## src/rtl/dma_req_sampler_pkg.sv

```systemverilog
package dma_req_sampler_pkg;

  typedef enum logic {
    PH_SAMPLE = 1'b0,
    PH_HOLD   = 1'b1
  } smp_phase_e;

  // Whether the current synchronised sample qualifies as a request.
  function automatic logic req_qualifies(logic edge_sel, logic cur, logic old);
    return edge_sel ? (cur & ~old) : cur;
  endfunction

  // Whether a sample may be taken in this cycle.
  function automatic logic sample_allowed(smp_phase_e ph, logic ack);
    return (ph == PH_SAMPLE) | ack;
  endfunction

endpackage

```

## src/rtl/dma_req_sync.sv

```systemverilog
module dma_req_sync #(
  parameter int STAGES = 2
) (
  input  logic clk,
  input  logic rst_n,
  input  logic req_in_n,
  output logic syn_cur,
  output logic syn_old
);

  logic [STAGES-1:0] chain;

  always_ff @(posedge clk or negedge rst_n) begin
    if (!rst_n) begin
      chain   <= '0;
      syn_old <= 1'b0;
    end else begin
      chain   <= {chain[STAGES-2:0], ~req_in_n};
      syn_old <= chain[STAGES-1];
    end
  end

  assign syn_cur = chain[STAGES-1];

endmodule

```

## src/rtl/dma_req_detect.sv

```systemverilog
module dma_req_detect
  import dma_req_sampler_pkg::*;
#(
  parameter int WARM_EDGES = 3
) (
  input  logic clk,
  input  logic rst_n,
  input  logic mode_edge,
  input  logic ack_in,
  input  logic syn_cur,
  input  logic syn_old,
  output logic smp_det,
  output logic smp_hold,
  output logic smp_warm
);

  localparam int CW = $clog2(WARM_EDGES + 1);

  logic [CW-1:0] warm_cnt;
  smp_phase_e    phase;
  logic          smp_en;

  assign smp_warm = (warm_cnt == CW'(WARM_EDGES));
  assign smp_en   = smp_warm & sample_allowed(phase, ack_in);
  assign smp_det  = smp_en & req_qualifies(mode_edge, syn_cur, syn_old);
  assign smp_hold = (phase == PH_HOLD);

  always_ff @(posedge clk or negedge rst_n) begin
    if (!rst_n) begin
      warm_cnt <= '0;
    end else if (!smp_warm) begin
      warm_cnt <= warm_cnt + 1'b1;
    end
  end

  always_ff @(posedge clk or negedge rst_n) begin
    if (!rst_n) begin
      phase <= PH_SAMPLE;
    end else if (smp_det) begin
      phase <= PH_HOLD;
    end else if (ack_in) begin
      phase <= PH_SAMPLE;
    end
  end

endmodule

```

## src/rtl/dma_req_delay.sv

```systemverilog
module dma_req_delay #(
  parameter int DEPTH = 3
) (
  input  logic clk,
  input  logic rst_n,
  input  logic din,
  output logic dout
);

  logic [DEPTH-1:0] pipe;

  generate
    if (DEPTH == 1) begin : g_single
      always_ff @(posedge clk or negedge rst_n) begin
        if (!rst_n) pipe <= '0;
        else        pipe <= din;
      end
    end else begin : g_chain
      always_ff @(posedge clk or negedge rst_n) begin
        if (!rst_n) pipe <= '0;
        else        pipe <= {pipe[DEPTH-2:0], din};
      end
    end
  endgenerate

  assign dout = pipe[DEPTH-1];

endmodule

```

## src/rtl/dma_req_sampler.sv

```systemverilog
module dma_req_sampler #(
  parameter int SYNC_STAGES = 2,
  parameter int LAT_STATES  = 3
) (
  input  logic clk,
  input  logic rst_n,
  input  logic req_in_n,
  input  logic mode_edge,
  input  logic ack_in,
  output logic xfer_start
);

  localparam int WARM_EDGES = SYNC_STAGES + 1;

  logic syn_cur;
  logic syn_old;
  logic smp_det;
  logic smp_hold;
  logic smp_warm;

  dma_req_sync #(.STAGES(SYNC_STAGES)) u_sync (
    .clk      (clk),
    .rst_n    (rst_n),
    .req_in_n (req_in_n),
    .syn_cur  (syn_cur),
    .syn_old  (syn_old)
  );

  dma_req_detect #(.WARM_EDGES(WARM_EDGES)) u_detect (
    .clk       (clk),
    .rst_n     (rst_n),
    .mode_edge (mode_edge),
    .ack_in    (ack_in),
    .syn_cur   (syn_cur),
    .syn_old   (syn_old),
    .smp_det   (smp_det),
    .smp_hold  (smp_hold),
    .smp_warm  (smp_warm)
  );

  dma_req_delay #(.DEPTH(LAT_STATES)) u_delay (
    .clk   (clk),
    .rst_n (rst_n),
    .din   (smp_det),
    .dout  (xfer_start)
  );

endmodule

```

## config.mk

```make
export PLATFORM = sky130hd
export DESIGN_NAME = dma_req_sampler
export DESIGN_NICKNAME = d
export VERILOG_FILES = /design/src/rtl/dma_req_sampler_pkg.sv /design/src/rtl/dma_req_sync.sv /design/src/rtl/dma_req_detect.sv /design/src/rtl/dma_req_delay.sv /design/src/rtl/dma_req_sampler.sv
export SDC_FILE = /design/constraint.sdc
export NUM_CORES = 1
export LEC_CHECK = 0
export ABC_AREA = 1
export BUFFER_PORTS_ARGS = -buffer_cell sky130_fd_sc_hd__buf_2
export CAP_MARGIN = 0
export CORE_AREA = 3 3 40 42
export DETAILED_ROUTE_END_ITERATION = 7
export DIE_AREA = 0 0 43 45
export PLACE_DENSITY = 0.42
export SLEW_MARGIN = 0
export SYNTH_ARGS = -nofsm -noshare
export SYNTH_HDL_FRONTEND = slang
export SYNTH_HIERARCHICAL = 1
export SYNTH_SLANG_ARGS = --single-unit
```

## constraint.sdc

```tcl
create_clock -name clk -period 1 [get_ports clk]
set_input_delay 0.2 -clock clk [delete_from_list [all_inputs] [get_ports clk]]
set_output_delay 0.2 -clock clk [all_outputs]
set_load 0.02 [all_outputs]
```

==> impl_metrics.env <==
export IMPL_totalWireLength_um=416
export IMPL_fin_ws_ns=0.0401
export IMPL_synth_mux_area_share_pct=0
export IMPL_synth_compound_area_share_pct=1.66
export IMPL_swShare_pct=21.1
export IMPL_nNetsFinal=41
export IMPL_synth_distinct_cells=9
export IMPL_post_route_drc_count=0
export IMPL_slew_headroom_pct=87.2
export IMPL_setup_worst_path_class="flop to output pin"
export IMPL_grt_first_pass_wirelength_um=738
export IMPL_cpMaxStageDelayCell="dfrtp_1"
export IMPL_io_pins=6
export IMPL_finalMaxSlewViolations=0
export IMPL_synth_top_family_by_area="simple AND/OR/NAND/NOR gates"
export IMPL_skew_ns=0.00309
export IMPL_dp_cells=44
export IMPL_antenna_left=0
export IMPL_core_um2=1280
export IMPL_gp_congestion=0.663
export IMPL_maxCapViolCount=0
export IMPL_p_per_area_nw_per_um2=1820
export IMPL_pwr_share_clk_pct=39.1
export IMPL_h_tree_depth=1
export IMPL_ir_drop_mv=0.521
export IMPL_fp_dieW_um=43
export IMPL_finalCritPeriodShare_pct=96.0
export IMPL_worst_pin_slew_ns=0.192
export IMPL_layout_drive_gt1_share_pct=32.4
export IMPL_p_comb_share_pct=5.4
export IMPL_die_h_um=45
export IMPL_fin_cells=49
export IMPL_seqPwrFrac_pct=55.5
export IMPL_period_minus_slack_ns=0.960
export IMPL_syn_instance_count=24
export IMPL_worstPathCellList="buf_2"
export IMPL_synthAdderAreaFrac_pct=4.15
export IMPL_syn_nets=30
export IMPL_initial_core_util_pct=23.5
export IMPL_clock_latency_ns=0.26
export IMPL_crit_fanout=1
export IMPL_leakagePower_nw=0.196
export IMPL_synth_xor_xnor_area_share_pct=2.90
export IMPL_ctsLongestPathBuffers=2
export IMPL_wl_per_cell_um=8.49
export IMPL_max_stage_delay_ns=0.35
export IMPL_path_delay_family="flip-flops"
export IMPL_fmaxAchievable_mhz=1040
export IMPL_finalSetupTns_ns=0
export IMPL_rsz0062_at_grt="no"
export IMPL_syn_area_per_cell_um2=12.6
export IMPL_cts_clk_slew_worst_paths_ns=0.06
export IMPL_grtUsageTotal_pct=6.14
export IMPL_routed_via_density=3.53
export IMPL_grt_max_degree=10
export IMPL_p_int_mw=0.552
export IMPL_cp_arrival_ns=0.76
export IMPL_endpoint_kind="output pin"
export IMPL_dr_total_vias=173
export IMPL_syn_to_final_growth_pct=27.4
export IMPL_power_switching_mw=0.147
export IMPL_yosysSeqAreaShare_pct=74.7
export IMPL_critPathLaunchType="flop"
export IMPL_clock_sinks=9
export IMPL_cts_tree="done"
export IMPL_hp_class="input port to flop"
export IMPL_path_buf_inv=1
export IMPL_num_rows=13
export IMPL_grt_pass1_vias=193
export IMPL_cp_required_ns=0.80
export IMPL_cts_buffers=3
export IMPL_drtIter0Drc=0
export IMPL_setup_viol_count_final=0
export IMPL_die_area_um2=1940
export IMPL_dp_slack_ns=0.0352
export IMPL_post_dp_hpwl_um=297
export IMPL_hold_viol=0
export IMPL_yosysWarnings=6
export IMPL_first_pass_iters=1
export IMPL_syn_area_um2=302
export IMPL_status="complete, no violations"
export IMPL_synth_simple_area_share_pct=10.4
export IMPL_overflow=0
export IMPL_diodes=0
export IMPL_synth_seq_cells=9
export IMPL_antenna_found_initial=0
export IMPL_io_buffers=5
export IMPL_cts_root_buf="clkbuf_4"
==> per-stage QoR <==
step | hold slack (ns) | power (mW) | utilization, % | instance area, µm²
floorplan | -0.0956 | 0.411 | - | 302
global placement | 0.0518 | 0.429 | 26.9 | 345
detailed placement | 0.0553 | 0.430 | 26.9 | 345
CTS | 0.0617 | 0.723 | 29.7 | 382
global route | 0.0750 | 0.741 | 29.9 | 384
finish | 0.0765 | 0.699 | 29.9 | 384
==> synth_stat cells <==
cell / count / area (µm²)
dfrtp_1: 9 / 225
inv_1: 5 / 18.8
nand2_1: 4 / 15.0
ha_1: 1 / 12.5
nand2_2: 1 / 6.26
nor2_1: 1 / 3.75
nor2_2: 1 / 6.26
o21ai_0: 1 / 5.00
xnor2_1: 1 / 8.76
==> power by group through the flow <==
stage	combinational, mW	clock, mW	sequential [mW]
2_1_floorplan	0.0135	0	0.397
4_1_cts	0.0390	0.296	0.388
6_report	0.0377	0.274	0.388
3_5_place_dp	0.0357	0	0.395
5_1_grt	0.0438	0.309	0.389
3_3_place_gp	0.0351	0	0.394
==> logic make-up (layout without fill, tap and decap cells) <==
| kind of cell | Yosys count | in the layout |
|---|---|---|
| compound gates | 1 | 1 |
| buf+inv | 5 | 15 |
| fa+ha+maj | 1 | 1 |
| simple gates | 7 | 7 |
| flops | 9 | 9 |
| xor+xnor | 1 | 1 |
==> area by class of cell <==
type | count | area (µm²)
repair buffers | 6 | 35.0
fillers | 128 | 901
clock buffers | 4 | 26.3
flip-flops and latches | 9 | 225
well taps | 15 | 18.8
inverters | 5 | 18.8
multi-input cells | 10 | 60.1
==> flip-flops by register name (all words and copies together), names as in the netlist <==
name               flops
u_delay/pipe           3
u_sync/chain           2
u_sync/syn_old         1
u_detect/smp_hold      1
u_detect/warm_cnt      2
==> cells in the final DEF, fill, tap and decap left out <==
master,count
clkbuf_1,1
o21ai_1,1
clkbuf_4,3
nor2_2,1
ha_2,1
nor2_1,1
dlygate4sd3_1,1
dfrtp_1,9
nand2_1,4
xnor2_1,1
nand2_2,1
inv_1,5
buf_2,5
==> worst paths after layout <==
path,startpoint,endpoint,slack [ns],cells past startpoint
min reg2reg,u_delay/pipe[1],u_delay/pipe[2],0.35,0
min in group asynchronous,rst_n,u_delay/pipe[2],0.32,2
max,u_delay/pipe[2],xfer_start,0.04,1
max in group asynchronous,rst_n,u_sync/syn_old,0.51,2
max reg2reg,u_detect/warm_cnt[0],u_detect/smp_hold,0.08,5
min,req_in_n,u_sync/chain[0],0.08,2
==> per-layer routing <==
metal | wire, µm | track usage [%] | up-vias
li1 | - | - | 89
met1 | 178 | 5.47 | 75
met2 | 186 | 8.08 | 7
met3 | 37 | 3.59 | 2
met4 | 14 | 9.04 | 0
met5 | 0 | 0 | -
==> repair_timing <==
item,in CTS,in global routing
hold buffers,1,0
resized for setup,0,2
buffers inserted,0,0
setup endpoints to repair,0,2
endpoints found under the hold margin,9,0
Note: power is estimated with default switching activity, not from simulation.
